==> src/rtl/binz_pkg.sv <==
package binz_pkg;
  typedef enum logic [1:0] {
    TGT_RED   = 2'd0,
    TGT_GREEN = 2'd1,
    TGT_BLUE  = 2'd2,
    TGT_NONE  = 2'd3
  } tgt_e;

  typedef enum logic [1:0] {
    TM_PASS  = 2'd0,
    TM_FDIFF = 2'd1,
    TM_BGSUB = 2'd2,
    TM_SWIN  = 2'd3
  } tmode_e;
endpackage

==> src/rtl/binz_color_test.sv <==
module binz_color_test
  import binz_pkg::*;
#(
  parameter int PIX_W    = 4,
  parameter int WGT_W    = 4,
  parameter int WGT_FRAC = 2
) (
  input  logic [PIX_W-1:0] r_i,
  input  logic [PIX_W-1:0] g_i,
  input  logic [PIX_W-1:0] b_i,
  input  logic [1:0]       tgt_sel_i,
  input  logic [PIX_W-1:0] thr_min_i,
  input  logic [PIX_W-1:0] thr_max_i,
  input  logic [WGT_W-1:0] wgt1_i,
  input  logic [WGT_W-1:0] wgt2_i,
  output logic             fg_o
);
  localparam int PW    = PIX_W + WGT_W + 2;
  localparam int SCALE = 1 << WGT_FRAC;

  logic [PIX_W-1:0]            tgt_v;
  logic [1:0][PIX_W-1:0]       cmp_v;
  logic [1:0][WGT_W-1:0]       wgt_v;
  logic                        sel_ok;
  logic [1:0]                  ratio_ok;
  logic [PW-1:0]               rhs;
  logic                        in_win;

  always_comb begin
    sel_ok   = 1'b1;
    tgt_v    = r_i;
    cmp_v[0] = g_i;
    cmp_v[1] = b_i;
    case (tgt_e'(tgt_sel_i))
      TGT_RED:   begin tgt_v = r_i; cmp_v[0] = g_i; cmp_v[1] = b_i; end
      TGT_GREEN: begin tgt_v = g_i; cmp_v[0] = r_i; cmp_v[1] = b_i; end
      TGT_BLUE:  begin tgt_v = b_i; cmp_v[0] = r_i; cmp_v[1] = g_i; end
      default:   sel_ok = 1'b0;
    endcase
  end

  assign wgt_v[0] = wgt1_i;
  assign wgt_v[1] = wgt2_i;
  assign rhs      = PW'(tgt_v) << WGT_FRAC;
  assign in_win   = (tgt_v >= thr_min_i) && (tgt_v <= thr_max_i);

  // weighted comparison colour must not exceed the scaled target
  for (genvar i = 0; i < 2; i++) begin : g_ratio
    logic [PW-1:0] lhs;
    assign lhs         = (PW'(SCALE) + PW'(wgt_v[i])) * PW'(cmp_v[i]);
    assign ratio_ok[i] = (lhs <= rhs);
  end

  assign fg_o = sel_ok & in_win & (&ratio_ok);
endmodule

==> src/rtl/binz_addr_gen.sv <==
module binz_addr_gen #(
  parameter int IMG_W = 8,
  parameter int IMG_H = 4,
  localparam int FRAME_PIX = IMG_W * IMG_H,
  localparam int AW = (FRAME_PIX > 1) ? $clog2(FRAME_PIX) : 1,
  localparam int CW = (IMG_W > 1) ? $clog2(IMG_W) : 1
) (
  input  logic          clk_i,
  input  logic          rst_ni,
  input  logic          valid_i,
  input  logic          sof_i,
  input  logic          capture_i,
  output logic [AW-1:0] addr_o,
  output logic [CW-1:0] col_o,
  output logic          cap_o
);
  logic [AW-1:0] cnt_q;
  logic [CW-1:0] col_q;
  logic          cap_q;

  assign addr_o = sof_i ? '0 : cnt_q;
  assign col_o  = sof_i ? '0 : col_q;
  assign cap_o  = sof_i ? capture_i : cap_q;

  always_ff @(posedge clk_i or negedge rst_ni) begin
    if (!rst_ni) begin
      cnt_q <= '0;
      col_q <= '0;
      cap_q <= 1'b0;
    end else if (valid_i) begin
      cnt_q <= (addr_o == AW'(FRAME_PIX - 1)) ? '0 : addr_o + 1'b1;
      col_q <= (col_o == CW'(IMG_W - 1)) ? '0 : col_o + 1'b1;
      if (sof_i) cap_q <= capture_i;
    end
  end

  assert_addr_step_R4: assert property (@(posedge clk_i) disable iff (!rst_ni)
    (valid_i && !sof_i && $past(valid_i) && ($past(addr_o) != AW'(FRAME_PIX - 1)))
      |-> (addr_o == $past(addr_o) + 1'b1));
endmodule

==> src/rtl/binz_temporal.sv <==
module binz_temporal
  import binz_pkg::*;
#(
  parameter int AW = 5,
  parameter int CW = 3
) (
  input  logic          clk_i,
  input  logic          rst_ni,
  input  logic          v1_i,
  input  logic          cur_i,
  input  tmode_e        mode1_i,
  input  logic          cap1_i,
  input  logic [AW-1:0] addr1_i,
  input  logic [CW-1:0] col1_i,
  input  logic          rd_data_i,
  output logic          valid_o,
  output logic          bin_o,
  output logic          we_o,
  output logic [AW-1:0] waddr_o,
  output logic          wdata_o
);
  logic          res;
  logic          v_q, out_q, cur_q, cap_q, h1_q, h2_q, prev_sw_q;
  tmode_e        mode_q;
  logic [AW-1:0] addr_q, addr_p;
  logic [CW-1:0] col_q, col_p;

  always_comb begin
    case (mode1_i)
      TM_FDIFF: res = cur_i ^ rd_data_i;
      TM_BGSUB: res = cur_i & ~rd_data_i;
      TM_SWIN:  res = cur_i & rd_data_i;
      default:  res = cur_i;
    endcase
  end

  always_ff @(posedge clk_i or negedge rst_ni) begin
    if (!rst_ni) begin
      v_q       <= 1'b0;
      out_q     <= 1'b0;
      cur_q     <= 1'b0;
      cap_q     <= 1'b0;
      h1_q      <= 1'b0;
      h2_q      <= 1'b0;
      prev_sw_q <= 1'b0;
      mode_q    <= TM_PASS;
      addr_q    <= '0;
      addr_p    <= '0;
      col_q     <= '0;
      col_p     <= '0;
    end else begin
      v_q <= v1_i;
      if (v1_i) begin
        out_q     <= res;
        cur_q     <= cur_i;
        cap_q     <= cap1_i;
        mode_q    <= mode1_i;
        addr_q    <= addr1_i;
        col_q     <= col1_i;
        addr_p    <= addr_q;
        col_p     <= col_q;
        h1_q      <= out_q;
        h2_q      <= h1_q;
        prev_sw_q <= (mode_q == TM_SWIN);
      end
    end
  end

  // self window: the previous pixel is written once its right neighbour is known
  always_comb begin
    we_o    = 1'b0;
    waddr_o = addr_q;
    wdata_o = cur_q;
    if (v_q) begin
      case (mode_q)
        TM_FDIFF: we_o = 1'b1;
        TM_SWIN: begin
          we_o    = prev_sw_q;
          waddr_o = addr_p;
          wdata_o = h1_q | ((col_p != '0) & h2_q) | ((col_q != '0) & out_q);
        end
        default:  we_o = cap_q;
      endcase
    end
  end

  assign valid_o = v_q;
  assign bin_o   = out_q;

  assert_bg_removed_R6: assert property (@(posedge clk_i) disable iff (!rst_ni)
    (v_q && out_q && mode_q == TM_BGSUB) |-> !$past(rd_data_i));

  assert_sw_inside_R7: assert property (@(posedge clk_i) disable iff (!rst_ni)
    (v_q && out_q && mode_q == TM_SWIN) |-> $past(rd_data_i));

  assert_fd_rewrite_R5: assert property (@(posedge clk_i) disable iff (!rst_ni)
    (v_q && mode_q == TM_FDIFF) |-> (we_o && waddr_o == addr_q));
endmodule

==> src/rtl/color_binarizer_top.sv <==
module color_binarizer_top
  import binz_pkg::*;
#(
  parameter int PIX_W    = 4,
  parameter int WGT_W    = 4,
  parameter int WGT_FRAC = 2,
  parameter int IMG_W    = 8,
  parameter int IMG_H    = 4,
  localparam int FRAME_PIX = IMG_W * IMG_H,
  localparam int AW = (FRAME_PIX > 1) ? $clog2(FRAME_PIX) : 1,
  localparam int CW = (IMG_W > 1) ? $clog2(IMG_W) : 1
) (
  input  logic             clk_i,
  input  logic             rst_ni,
  input  logic             pix_valid_i,
  input  logic             sof_i,
  input  logic [PIX_W-1:0] pix_r_i,
  input  logic [PIX_W-1:0] pix_g_i,
  input  logic [PIX_W-1:0] pix_b_i,
  input  logic [1:0]       tgt_sel_i,
  input  logic [PIX_W-1:0] thr_min_i,
  input  logic [PIX_W-1:0] thr_max_i,
  input  logic [WGT_W-1:0] wgt1_i,
  input  logic [WGT_W-1:0] wgt2_i,
  input  logic [1:0]       mode_i,
  input  logic             capture_i,
  output logic             fm_rd_en_o,
  output logic [AW-1:0]    fm_rd_addr_o,
  input  logic             fm_rd_data_i,
  output logic             fm_we_o,
  output logic [AW-1:0]    fm_wr_addr_o,
  output logic             fm_wr_data_o,
  output logic             valid_o,
  output logic             bin_o
);
  logic          fg;
  logic [AW-1:0] addr0;
  logic [CW-1:0] col0;
  logic          cap0;

  logic          v1_q, fg1_q, cap1_q;
  tmode_e        mode1_q;
  logic [AW-1:0] addr1_q;
  logic [CW-1:0] col1_q;

  binz_color_test #(
    .PIX_W(PIX_W), .WGT_W(WGT_W), .WGT_FRAC(WGT_FRAC)
  ) u_color (
    .r_i(pix_r_i), .g_i(pix_g_i), .b_i(pix_b_i),
    .tgt_sel_i(tgt_sel_i), .thr_min_i(thr_min_i), .thr_max_i(thr_max_i),
    .wgt1_i(wgt1_i), .wgt2_i(wgt2_i), .fg_o(fg)
  );

  binz_addr_gen #(.IMG_W(IMG_W), .IMG_H(IMG_H)) u_addr (
    .clk_i(clk_i), .rst_ni(rst_ni), .valid_i(pix_valid_i), .sof_i(sof_i),
    .capture_i(capture_i), .addr_o(addr0), .col_o(col0), .cap_o(cap0)
  );

  assign fm_rd_en_o   = pix_valid_i;
  assign fm_rd_addr_o = addr0;

  always_ff @(posedge clk_i or negedge rst_ni) begin
    if (!rst_ni) begin
      v1_q    <= 1'b0;
      fg1_q   <= 1'b0;
      cap1_q  <= 1'b0;
      mode1_q <= TM_PASS;
      addr1_q <= '0;
      col1_q  <= '0;
    end else begin
      v1_q <= pix_valid_i;
      if (pix_valid_i) begin
        fg1_q   <= fg;
        cap1_q  <= cap0;
        mode1_q <= tmode_e'(mode_i);
        addr1_q <= addr0;
        col1_q  <= col0;
      end
    end
  end

  binz_temporal #(.AW(AW), .CW(CW)) u_temporal (
    .clk_i(clk_i), .rst_ni(rst_ni), .v1_i(v1_q), .cur_i(fg1_q),
    .mode1_i(mode1_q), .cap1_i(cap1_q), .addr1_i(addr1_q), .col1_i(col1_q),
    .rd_data_i(fm_rd_data_i), .valid_o(valid_o), .bin_o(bin_o),
    .we_o(fm_we_o), .waddr_o(fm_wr_addr_o), .wdata_o(fm_wr_data_o)
  );

  assert_latency_R4: assert property (@(posedge clk_i) disable iff (!rst_ni)
    valid_o |-> $past(pix_valid_i, 2));

  assert_none_target_R1: assert property (@(posedge clk_i) disable iff (!rst_ni)
    (pix_valid_i && tgt_sel_i == 2'd3 && mode_i == 2'd0) |=> ##1 (valid_o && !bin_o));
endmodule

==> config.mk <==
export PLATFORM = sky130hd
export DESIGN_NAME = color_binarizer_top
export DESIGN_NICKNAME = d
export VERILOG_FILES = /design/src/rtl/binz_pkg.sv /design/src/rtl/binz_color_test.sv /design/src/rtl/binz_addr_gen.sv /design/src/rtl/binz_temporal.sv /design/src/rtl/color_binarizer_top.sv
export SDC_FILE = /design/constraint.sdc
export NUM_CORES = 1
export LEC_CHECK = 0
export BUFFER_PORTS_ARGS = -buffer_cell sky130_fd_sc_hd__buf_2
export CORE_AREA = 2 2 79 81
export CTS_CLUSTER_SIZE = 25
export DETAILED_ROUTE_END_ITERATION = 12
export DIE_AREA = 0 0 81 83
export PLACE_DENSITY = 0.85
export SYNTH_ARGS = -nofsm -noshare
export SYNTH_HDL_FRONTEND = slang
export SYNTH_SLANG_ARGS = --single-unit
==> constraint.sdc <==
create_clock -name clk_i -period 3.2 [get_ports clk_i]
set_input_delay 0.64 -clock clk_i [delete_from_list [all_inputs] [get_ports clk_i]]
set_output_delay 0.64 -clock clk_i [all_outputs]
set_load 0.02 [all_outputs]
==> metrics.md <==
| Metric | Value |
|---|---|
| Drt pass-1 iters | `6` |
| CTS Hold Bufs | `0` |
| Final setup skew | `0.00790 ns` |
| DRT iter0 DRCs | `~120` |
| Netlist cell types | `45` |
| Largest net degree at the start of global routing | `47` |
| Worst-Skew Late Latency | `~0.3 ns` |
| Placed cells | `489` |
| Main combinational cell family by area after synthesis | `adder cells` |
| CTS tree | `yes` |
| Min Tclk post-route | `slightly above 4 ns` |
| Max-Cap Viols | `0` |
| Routed WL per cell | `approximately 17 µm` |
| GP Congestion | `0.849` |
| Fin cells | `around 510` |
| Final setup fails | `1` |
| Sequential share of the synthesized area | `0.322` |
| Overflow after GRT | `0` |
| Final instance area | `4510 µm²` |
| Syn avg cell area | `roughly 10 µm²` |
| Post-synthesis mux area share | `0.129` |
| Worst Hold Class | `in -> async` |
| Cts bufs inserted | `5` |
| Failing checks | `negative setup slack` |
| Unrepaired setup endpoints after global routing | `true` |
| Final hold slack | `slightly below 0.5 ns` |
| Post-DP Area | `4230 µm²` |
| Fraction of the cycle the final worst path needs | `1.28` |
| Sequential share of power | `0.364` |
| Register-to-Register Setup Slack | `1.59 ns` |
| Crit Path Max Fanout | `4` |
| First-pass GRT wire length | `~14 mm` |
| Final setup margin | `-0.904 ns` |
| Worst ir drop on vdd | `0.386 mV` |
| R2R cell count | `5` |
| Detailed-route DRC error count | `0` |
| Req. time, crit path | `about 3.4 ns` |
| Vias after detailed routing | `2906` |
| Total Power | `roughly 2.1 mW` |
| Leak | `2.28 nW` |
| Comb pwr share | `0.427` |
| Number of port buffers | `between 50 and 60` |
| Root Buffer | `clkbuf_8` |
| Initial Util | `0.615` |
| Reg2reg end | `u_addr.cnt_q[4]` |
| Critical path type | `in -> reg` |
| Total Routing Usage GR | `0.265` |
| Async set or reset register ratio after synthesis | `1.00` |
| Ports | `53` |
| Bufs on Longest Clock Path | `2` |
| Simple-Gate Fraction of Synth Area | `0.146` |
| H-tree levels | `2` |
| Post-DP HPWL | `6.20 mm` |
| Slew @ Worst Pin | `around 1 ns` |
| Fraction of the mapped netlist area in compound gates | `0.102` |
| Cell Pwr Density | `roughly 460 nW/µm²` |
| Die height | `83 µm` |
| Primary FF master, synth | `dfrtp_1` |
| Status | `finished with violations` |
| Area growth syn-to-layout | `26.0%` |
| Post-Syn Instances | `~340` |
| Row count | `28` |
| Layout cell share with drive strength beyond 1 | `0.407` |
| Fmax achieved | `~240 MHz` |
| Synthesized area | `3570 µm²` |
| Warnings from Yosys | `0` |
| Vias in the first global route | `3148` |
| Max-slew violations | `0` |
| Synth Register Bits | `46` |
| Initial antenna violation count | `0` |
| Worst setup SP type | `input port` |
| Fill cell count | `357` |
| Die footprint | `roughly 6700 µm²` |
| EDFF count, synth | `0` |
| Clock Sinks | `46` |
| Final layout net count | `529` |
| Routed Antenna Nets | `0` |
| Net Sw Power | `roughly 0.72 mW` |
| Slew HR | `0.347` |
| # diodes | `0` |
| Routed WL | `8.36 mm` |
| Post-Syn Nets | `between 400 and 500` |
| Die width | `around 81 µm` |
| Worst r2r src | `u_addr.cnt_q[0]` |
| Util after Layout | `0.775` |
| Clk pin slew, worst setup/hold paths | `0.08 ns` |
| Core Area | `5820 µm²` |
| Int Power | `approximately 1.3 mW` |
| CP endpoint kind | `flip-flop` |
| Net Sw Frac | `0.347` |
| Post-Synth Adder-Cell Area | `0.242` |
| Area share of xor/xnor cells in the synthesized design | `0.0123` |
| Mean number of vias per cell | `~5.8` |
| Hold Violations, Final | `0` |
| Arrival time of the worst setup path | `between 4 and 5 ns` |
| Clock power frac | `0.209` |
-- through the flow --
step,setup slack [ns],setup TNS (ns)
finish,-0.904,-0.904
CTS,-0.811,-0.811
global placement,-1.16,-1.16
floorplan,-0.840,-0.840
detailed placement,-1.26,-1.26
global route,-1.01,-1.01
-- critical path, cell delays in order --
cell	delay (ns)
buf_8	0.09
inv_6	0.03
ha_4	0.25
or2_4	0.28
a22o_4	0.25
and2_4	0.15
fa_1	0.52
inv_1	0.05
fa_1	0.49
inv_2	0.05
ha_4	0.29
a21oi_2	0.06
xnor2_1	0.13
ha_1	0.32
nand4_1	0.14
a211oi_2	0.23
a21oi_1	0.08
o32ai_2	0.26
-- logic make-up (layout without fill, tap and decap cells) --
kind of cell | count (synthesis) | in the layout
and+or+nand+nor | 91 | 91
muxes | 41 | 41
adders and majority gates | 62 | 62
xor gates and xnor gates | 5 | 5
DFF | 46 | 46
AOI/OAI and AO/OA | 56 | 56
buffers and inverters | 41 | 129
-- layout make-up --
cell class                      count  area [µm²]  area share
Timing Repair Buffer               89         561       0.124
Tap cell                           75        93.8      0.0208
Clock inverter                      3        43.8     0.00972
Multi-Input combinational cell    255        2460       0.547
Sequential cell                    46        1150       0.255
Inverter                           32         125      0.0278
Clock buffer                        5        68.8      0.0153
-- power by group through the flow --
stage | sequential [mW] | clock, mW | combinational [mW]
after detailed placement | 0.762 | 0 | 0.778
after CTS | 0.752 | 0.435 | 0.843
after global routing | 0.766 | 0.462 | 0.977
final | 0.752 | 0.431 | 0.883
after global placement | 0.748 | 0 | 0.736
after floorplan | 0.733 | 0 | 0.553
-- synth_stat cells, types with 3 or more instances --
cell type   n  share of area
nor2_1      8         0.0084
nand3_1     5         0.0070
and2_1     13          0.023
mux2_2     40           0.13
dfrtp_1    46           0.32
nand2_1    16          0.017
ha_1       50           0.18
a21oi_1    15          0.021
nand2b_1    5         0.0088
nor2b_1    24          0.042
nand4b_1    3         0.0074
o21ai_0    16          0.022
fa_1       12          0.067
a22o_1      4         0.0098
clkbuf_1    4         0.0042
nor3b_1     6          0.013
inv_1      32          0.034
a22oi_1     4         0.0084
xnor2_1     3         0.0074
-- per-layer routing --
metal / vias to the layer above / part of all wire / global-route usage
met2: 89 / 0.54 / 0.482
met1: 1414 / 0.39 / 0.286
met5: - / 0 / 0
li1: 1371 / - / -
met3: 32 / 0.032 / 0.0413
met4: 0 / 0.042 / 0.140
-- worst max-delay path by stage --
stage          cells after the start         start  endpoint  slack [ns]
2_1_floorplan                     17  tgt_sel_i[1]     fg1_q       -0.84
3_3_place_gp                      18  tgt_sel_i[0]     fg1_q       -1.16
3_5_place_dp                      18  tgt_sel_i[0]     fg1_q       -1.26
4_1_cts                           19  tgt_sel_i[0]     fg1_q       -0.81
5_1_grt                           18  tgt_sel_i[0]     fg1_q       -1.01
6_report                          18  tgt_sel_i[0]     fg1_q       -0.90
-- registers in the layout (all words and copies together) (netlist names), 2 cells and up --
signal	count
u_temporal.addr_p	5
u_temporal.addr_q	5
addr1_q	5
u_addr.cnt_q	5
u_addr.col_q	3
u_temporal.col_p	3
mode1_q	2
u_temporal.mode_q	2
col1_q	3
u_temporal.col_q	3
-- repair_timing --
action,in CTS,in global routing
pin swaps,23,12
setup endpoints to repair,1,1
setup buffers,8,0
resized for setup,15,3
gates cloned,0,0
-- cell usage in the layout, fill, tap and decap left out, types with 3 or more instances in the layout --
cell	count
buf_2	51
dfrtp_1	46
ha_1	44
mux2_2	40
buf_4	36
inv_1	28
nor2b_1	23
o21ai_0	16
nand2_1	14
and2_1	11
fa_1	10
nor2_1	7
a21oi_2	7
a21oi_1	7
ha_4	6
nand3_1	5
clkbuf_8	5
a22oi_1	4
nand2b_1	4
inv_2	3
a22o_4	3
xnor2_1	3
nor3b_1	3
nand4b_1	3
No activity file was read; power rests on OpenSTA's default activity.
